### src/rtl/ppm_pkg.sv
package ppm_pkg;

  // Role of each local-address window
  typedef enum logic [1:0] {
    WK_UNMAPPED      = 2'd0,
    WK_FIXED_SWITCH  = 2'd1,
    WK_BANKED        = 2'd2,
    WK_FIXED         = 2'd3
  } win_kind_e;

  // Window 0 unmapped, window 1 switchable fixed, top window fixed,
  // all windows in between banked.
  function automatic win_kind_e win_kind(input int idx, input int num_win);
    win_kind_e k;
    if (idx == 0)                k = WK_UNMAPPED;
    else if (idx == num_win - 1) k = WK_FIXED;
    else if (idx == 1)           k = WK_FIXED_SWITCH;
    else                         k = WK_BANKED;
    return k;
  endfunction

endpackage

### src/rtl/ppm_rst_sync.sv
module ppm_rst_sync #(
  parameter int STAGES = 2
) (
  input  logic clk,
  input  logic arst_n,
  output logic srst_n
);

  logic [STAGES-1:0] sync_d;
  logic [STAGES-1:0] sync_q;

  always_comb begin
    sync_d = {sync_q[STAGES-2:0], 1'b1};
  end

  always_ff @(posedge clk or negedge arst_n) begin
    if (!arst_n) sync_q <= '0;
    else         sync_q <= sync_d;
  end

  assign srst_n = sync_q[STAGES-1];

endmodule

### src/rtl/ppm_page_reg.sv
module ppm_page_reg #(
  parameter int PAGE_W     = 8,
  parameter int RESET_PAGE = 8'hFE
) (
  input  logic              clk,
  input  logic              rst_n,
  input  logic              wr_en,
  input  logic [PAGE_W-1:0] wr_data,
  output logic [PAGE_W-1:0] page_q
);

  localparam logic [PAGE_W-1:0] RST_VAL = PAGE_W'(RESET_PAGE);

  logic [PAGE_W-1:0] page_d;
  logic [PAGE_W-1:0] page_r;

  always_comb begin
    page_d = page_r;
    if (wr_en) page_d = wr_data;
  end

  always_ff @(posedge clk or negedge rst_n) begin
    if (!rst_n)     page_r <= RST_VAL;
    else if (wr_en) page_r <= page_d;
  end

  assign page_q = page_r;

endmodule

### src/rtl/ppm_window_decode.sv
module ppm_window_decode #(
  parameter int LOCAL_AW        = 16,
  parameter int OFFSET_W        = 14,
  parameter int PAGE_W          = 8,
  parameter int LOW_FIXED_PAGE  = 8'hFD,
  parameter int HIGH_FIXED_PAGE = 8'hFF
) (
  input  logic [LOCAL_AW-1:0] loc_addr,
  input  logic                hi_remap,
  input  logic [PAGE_W-1:0]   bank_page,
  output logic                hit,
  output logic [PAGE_W-1:0]   page
);

  localparam int SEL_W   = LOCAL_AW - OFFSET_W;
  localparam int NUM_WIN = 1 << SEL_W;

  logic [SEL_W-1:0]   sel;
  logic [NUM_WIN-1:0] win_act;
  logic [NUM_WIN-1:0] win_map;
  logic [PAGE_W-1:0]  win_page [NUM_WIN];

  assign sel = loc_addr[LOCAL_AW-1:OFFSET_W];

  for (genvar g = 0; g < NUM_WIN; g++) begin : g_win
    localparam ppm_pkg::win_kind_e KIND = ppm_pkg::win_kind(g, NUM_WIN);
    assign win_act[g] = (sel == SEL_W'(g));
    if (KIND == ppm_pkg::WK_UNMAPPED) begin : g_none
      assign win_map[g]  = 1'b0;
      assign win_page[g] = '0;
    end else if (KIND == ppm_pkg::WK_FIXED_SWITCH) begin : g_sw
      assign win_map[g]  = ~hi_remap;
      assign win_page[g] = PAGE_W'(LOW_FIXED_PAGE);
    end else if (KIND == ppm_pkg::WK_BANKED) begin : g_bank
      assign win_map[g]  = 1'b1;
      assign win_page[g] = bank_page;
    end else begin : g_fix
      assign win_map[g]  = 1'b1;
      assign win_page[g] = PAGE_W'(HIGH_FIXED_PAGE);
    end
  end

  // One-hot select over windows
  always_comb begin
    hit  = 1'b0;
    page = '0;
    for (int i = 0; i < NUM_WIN; i++) begin
      if (win_act[i] && win_map[i]) begin
        hit  = 1'b1;
        page = win_page[i];
      end
    end
  end

endmodule

### src/rtl/ppm_addr_compose.sv
module ppm_addr_compose #(
  parameter int LOCAL_AW = 16,
  parameter int OFFSET_W = 14,
  parameter int PAGE_W   = 8
) (
  input  logic [LOCAL_AW-1:0]        loc_addr,
  input  logic                       hit,
  input  logic [PAGE_W-1:0]          page,
  output logic [PAGE_W+OFFSET_W-1:0] glob_addr
);

  always_comb begin
    glob_addr = '0;
    if (hit) glob_addr = {page, loc_addr[OFFSET_W-1:0]};
  end

endmodule

### src/rtl/ppm_page_mapper.sv
module ppm_page_mapper #(
  parameter int LOCAL_AW        = 16,
  parameter int OFFSET_W        = 14,
  parameter int PAGE_W          = 8,
  parameter int RESET_PAGE      = 8'hFE,
  parameter int LOW_FIXED_PAGE  = 8'hFD,
  parameter int HIGH_FIXED_PAGE = 8'hFF,
  parameter int SYNC_STAGES     = 2
) (
  input  logic                       clk,
  input  logic                       rst_n,
  input  logic [LOCAL_AW-1:0]        loc_addr,
  input  logic                       rom_hi_remap,
  input  logic                       pg_wr_en,
  input  logic [PAGE_W-1:0]          pg_wr_data,
  output logic [PAGE_W-1:0]          pg_rd_data,
  output logic [PAGE_W+OFFSET_W-1:0] glob_addr,
  output logic                       glob_hit
);

  logic              rst_sync_n;
  logic [PAGE_W-1:0] bank_page;
  logic [PAGE_W-1:0] sel_page;
  logic              sel_hit;

  ppm_rst_sync #(.STAGES(SYNC_STAGES)) i_rst_sync (
    .clk    (clk),
    .arst_n (rst_n),
    .srst_n (rst_sync_n)
  );

  ppm_page_reg #(.PAGE_W(PAGE_W), .RESET_PAGE(RESET_PAGE)) i_page_reg (
    .clk     (clk),
    .rst_n   (rst_sync_n),
    .wr_en   (pg_wr_en),
    .wr_data (pg_wr_data),
    .page_q  (bank_page)
  );

  ppm_window_decode #(
    .LOCAL_AW        (LOCAL_AW),
    .OFFSET_W        (OFFSET_W),
    .PAGE_W          (PAGE_W),
    .LOW_FIXED_PAGE  (LOW_FIXED_PAGE),
    .HIGH_FIXED_PAGE (HIGH_FIXED_PAGE)
  ) i_decode (
    .loc_addr  (loc_addr),
    .hi_remap  (rom_hi_remap),
    .bank_page (bank_page),
    .hit       (sel_hit),
    .page      (sel_page)
  );

  ppm_addr_compose #(
    .LOCAL_AW (LOCAL_AW),
    .OFFSET_W (OFFSET_W),
    .PAGE_W   (PAGE_W)
  ) i_compose (
    .loc_addr  (loc_addr),
    .hit       (sel_hit),
    .page      (sel_page),
    .glob_addr (glob_addr)
  );

  assign glob_hit   = sel_hit;
  assign pg_rd_data = bank_page;

endmodule

### config.mk
export PLATFORM = sky130hd
export DESIGN_NAME = ppm_page_mapper
export DESIGN_NICKNAME = d
export VERILOG_FILES = /design/src/rtl/ppm_pkg.sv /design/src/rtl/ppm_rst_sync.sv /design/src/rtl/ppm_page_reg.sv /design/src/rtl/ppm_window_decode.sv /design/src/rtl/ppm_addr_compose.sv /design/src/rtl/ppm_page_mapper.sv
export SDC_FILE = /design/constraint.sdc
export NUM_CORES = 1
export LEC_CHECK = 0
export ABC_CLOCK_PERIOD_IN_PS = 800
export BUFFER_PORTS_ARGS = -buffer_cell sky130_fd_sc_hd__buf_2
export CAP_MARGIN = 15
export CORE_MARGIN = 1.5
export CORE_UTILIZATION = 35
export DETAILED_ROUTE_END_ITERATION = 7
export PLACE_DENSITY = 0.74
export SYNTH_ARGS = -nofsm -noshare
export SYNTH_HDL_FRONTEND = slang
export SYNTH_SLANG_ARGS = --single-unit
### constraint.sdc
create_clock -name clk -period 0.8 [get_ports clk]
set_input_delay 0 -clock clk [delete_from_list [all_inputs] [get_ports clk]]
set_output_delay 0 -clock clk [all_outputs]
set_load 0.05 [all_outputs]
# == After elaboration in Yosys (flattened, before gate mapping) ==
# Cells that the tools add are included.
# classes
n_eq_ne,3
muxes,7
n_bitwise,1
n_reduce_logical,1
# ops
operator,n
8-bit 2-to-1 mux,3
22-bit 2-to-1 mux,1
"2-bit == test, second input constant",2
1-bit 2-to-1 mux,3
"2-bit by 1-bit == test with 1-bit output, second input constant",1
1-bit logical AND,1
1-bit NOT,1
# totals
regBits,10
in_bits,28

# == Depth between registers and ports, before layout ==
# logic_depth
ltp_word,6
ltp_mapped,4

# == Hierarchy ==
# From an unflattened synthesis, not the netlist that was laid out.
# unflattened
hier_cells,62
hier_area_um2,663.1
# by_module_without_submodules
mod,instances,cells_per_inst,area_each_um2
ppm_page_reg,1,17,340.3
ppm_addr_compose,1,24,180.2
ppm_window_decode,1,18,88.8
ppm_rst_sync,1,3,53.8

# == Worst setup path before layout ==
# Ideal clock, no wire load.
# synth_path
kind,reg-to-output
from,register i_page_reg.page_r[2] (netlist: i_page_reg.page_q[2])
to,output glob_addr[16]
arrival_time_ps,1436
required_time_ps,800
setup_slack_ps,-636
stages_incl_launch_ff,3
path_cell_list,dfstp_2 -> a21oi_1 -> nor2_1
# synth_between
elab_chain_len,3
# synth_rtl
element,line_no,text
from (decl),ppm_page_reg.sv:15,logic [PAGE_W-1:0] page_r;
from (signal assigned),ppm_page_reg.sv:24,else if (wr_en) page_r <= page_d;
8-bit 2-to-1 mux (2 in a row),ppm_window_decode.sv:48,if (win_act[i] && win_map[i]) begin
22-bit 2-to-1 mux,ppm_addr_compose.sv:14,"if (hit) glob_addr = {page, loc_addr[OFFSET_W-1:0]};"
to (decl),ppm_page_mapper.sv:17,"output logic [PAGE_W+OFFSET_W-1:0] glob_addr,"
# Every way passes these cells.

# == Final worst setup path ==
# layout_path
from,register i_page_reg.page_r[5] (netlist: i_page_reg.page_q[5])
to,output glob_addr[19]
# The elaborated chain is that of the path after synthesis.

==> impl_metrics.toml <==
[finish]
syn2layout_area_growth_pct = 148
fin_cells = 166
filler_cell_count = 66
antenna_cells_inserted = 0
drive_gt1_share_pct = 89.4
layout.nets = 170

[clock_network]
cts.clk_slew.worst_paths_ns = 0.07
cts_h_tree_depth = 1
max-clock-path-buffers = 2
clock_tree_from_tritoncts = "done"
cts-root-buf = "sky130_fd_sc_hd__clkbuf_4"
cts.sinks = 10
clk_latency_ns = 0.27
numCtsBuffers = 3

[global_route]
initial_antenna_violation_count = 0
top_usage_layer = "met2"
grt_pass1_wl_microns = 3710
gr-usage-met1_pct = 30.3
grt.met3_usage_pct = 3.17
global_route.usage.total_pct = 25.1
vias_in_the_first_global_route = 805
grtUsageMet2_pct = 44.8
grt_max_degree = 17
globalRouteOverflowTotal = 0

[logic_synthesis]
ys_seq_elements = 10
most_instantiated_cells_after_synthesis = "sky130_fd_sc_hd__a21boi_2, sky130_fd_sc_hd__nor2_1, sky130_fd_sc_hd__mux2_2, sky130_fd_sc_hd__a21oi_1, sky130_fd_sc_hd__dfstp_2"
ys.warnings.count = 0
syn_inst = 59
synth_top_area_share_pct = 28.8
synth_top_flop_cell = "sky130_fd_sc_hd__dfstp_2"
synth_cell_types = 15
synth-async-reset-ratio_pct = 100
syn_avg_cell_area_sq_um = 10.8
synth_top_cells_by_area = "sky130_fd_sc_hd__dfstp_2, sky130_fd_sc_hd__a21boi_2, sky130_fd_sc_hd__mux2_2, sky130_fd_sc_hd__dfrtp_1, sky130_fd_sc_hd__a21boi_0"
synth_enable_flop_cells = 0
synth.largest_area_cell = "sky130_fd_sc_hd__dfstp_2"
area_of_the_mapped_netlist_sq_um = 639
synth.net_count = 87
synth.yosys.seq_area_share_pct = 40.5

[sta]
timing_hold_violations_final = 0
clock-skew-final_ns = 0.00730
rsz0062_at_grt = "yes"
final_period_minus_worst_setup_slack_ns = 1.17
setup_viol = 24
fmax_mhz = 855
post-route-period-util_pct = 146
holdWs_ns = 0.101
post-route-worst-setup-slack_ns = -0.370
finalMaxSlewViolations = 0

[placement]
gp_routability_congestion = 0.704
dp_hpwl_microns = 1480
placedCellCount = 147
portBuffers = 58

[run_status]
outcome = "complete, but fails checks"
failed_checks = "negative setup slack"

[route]
first_iter_violations = 11
route.detailed.vias_per_inst = 4.75
route.detailed.wl_per_inst_microns = 17.7
route.antenna.remaining_nets = 0
route.vias.total = 789
detail_route.first_pass.iterations = 4
wl_microns = 2940
drcViolationCount = 0

[setup_path]
rrSetupSlack_ns = -0.16
startpoint = "i_page_reg.page_q[5]$_DFFE_PN1P_"
critPathLaunchType = "flip-flop"
crit_arrival_ns = 1.17
r2r_end = "i_page_reg.page_q[1]$_DFFE_PN1P_"
crit_path_end = "glob_addr[19]"
worstPathMaxFanout = 2
critical_path_class = "reg -> out"
r2r-start = "i_page_reg.page_q[1]$_DFFE_PN1P_"
worstSetupEndpointType = "output pin"
crit_required_ns = 0.80
rr_worst_depth = 3

[power]
net-switching-power_w = 0.00102
switching_share_pct = 42.5
power.density_mw_per_mm2 = 1520
clock_power_share_pct = 15.6
combPwrFrac_pct = 58.0
internal_power_w = 0.00138
seq_power_share_pct = 26.3
worst_vdd_drop_mv = 1.77
power_leakage_nw = 0.758
post-layout-total-power_w = 0.00241

[die]
floorplan.die_area_sq_mm = 0.00209
die_h_microns = 45.7
num_io_pins = 59
die-width_microns = 45.7
initial_cell_density_of_the_core_pct = 37.0
number_of_rows_in_the_core_area = 15
core_sq_mm = 0.00173

[min_path]
hold_path.class = "in -> async"

[flow_run]
timing.max_cap.violations = 0
how the worst min path moves through the flow:
stage | to | depth (start not counted) | slack, ns
floorplan | i_rst_sync.sync_q[0]$_DFF_PN0_ | 0 | -0.30
global placement | i_rst_sync.sync_q[0]$_DFF_PN0_ | 1 | -0.21
detailed placement | i_rst_sync.sync_q[0]$_DFF_PN0_ | 1 | -0.21
CTS | i_rst_sync.sync_q[0]$_DFF_PN0_ | 2 | 0.03
global route | i_rst_sync.sync_q[1]$_DFF_PN0_ | 2 | 0.11
finish | i_rst_sync.sync_q[0]$_DFF_PN0_ | 2 | 0.10
flip-flops by register name (all words and copies together), names as in the netlist:
register,flops
i_rst_sync.sync_q,2
i_page_reg.page_q,8
metal layers:
layer | wire, microns | share of wire, %
met3 | 144 | 4.9
met5 | 0 | 0
met2 | 1570 | 54
met1 | 1190 | 40
met4 | 31 | 1.1
repair_timing:
item                                    in CTS  in global routing
pin swaps                                   13                  0
buffers inserted                             3                  3
gates cloned                                 1                  0
resized for setup                           66                  9
hold buffers                                 9                  0
endpoints found under the setup margin      38                 27
endpoints found under the hold margin       10                  0
power groups by stage:
stage / registers [W] / logic [W] / clock network, W
2_1_floorplan: 0.000782 / 0.000619 / 0
3_3_place_gp: 0.000625 / 0.00102 / 0
3_5_place_dp: 0.000630 / 0.00103 / 0
4_1_cts: 0.000627 / 0.00132 / 0.000355
5_1_grt: 0.000639 / 0.00144 / 0.000403
6_report: 0.000633 / 0.00140 / 0.000377
area by class of cell:
cell class              instances  area, sq um  area share [%]
inverters                       1         6.26           0.395
flip-flops and latches         10          260            16.4
multi-input cells              43          531            33.5
clock buffers                   4         26.3            1.66
repair buffers                 83          731            46.1
well taps                      25         31.3            1.97
cells in the final DEF, fill, tap and decap left out, types with 6 or more instances in the layout:
| master | Yosys | routed |
|---|---|---|
| sky130_fd_sc_hd__buf_2 | 2 | 28 |
| sky130_fd_sc_hd__buf_4 | 1 | 18 |
| sky130_fd_sc_hd__buf_6 | 3 | 16 |
| sky130_fd_sc_hd__buf_8 | 0 | 11 |
| sky130_fd_sc_hd__nor2_4 | 0 | 9 |
| sky130_fd_sc_hd__dlygate4sd3_1 | 0 | 9 |
| sky130_fd_sc_hd__a21boi_4 | 0 | 8 |
| sky130_fd_sc_hd__a21oi_2 | 0 | 7 |
| sky130_fd_sc_hd__dfstp_2 | 7 | 7 |
| sky130_fd_sc_hd__a21boi_2 | 9 | 6 |
through the flow:
| stage | setup TNS (ns) | setup slack [ns] | instance area, sq um | utilization [%] |
|---|---|---|---|---|
| global placement | -2.27 | -0.128 | 1180 | 68.5 |
| detailed placement | -2.74 | -0.155 | 1180 | 68.5 |
| CTS | -4.94 | -0.328 | 1540 | 89.1 |
| global route | -6.21 | -0.395 | 1590 | 91.8 |
| finish | -5.66 | -0.370 | 1590 | 91.8 |
| floorplan | -3.40 | -0.292 | 817 | - |
worst max-delay path, cell delays in order, from the launching register on:
cell	delay (ns)
sky130_fd_sc_hd__dfstp_2	0.57
sky130_fd_sc_hd__a21oi_2	0.09
sky130_fd_sc_hd__nor2_4	0.09
sky130_fd_sc_hd__buf_6	0.16
cell families (layout without fill, tap and decap cells):
logic type	count (synthesis)	count (layout)	synth area share, %
simple gates	12	13	9.00
other cells	1	1	0.587
buf+inv	7	88	8.61
mux	8	8	14.1
flops	10	10	40.5
compound gates	21	21	27.2
(Power assumes the default switching activity.)
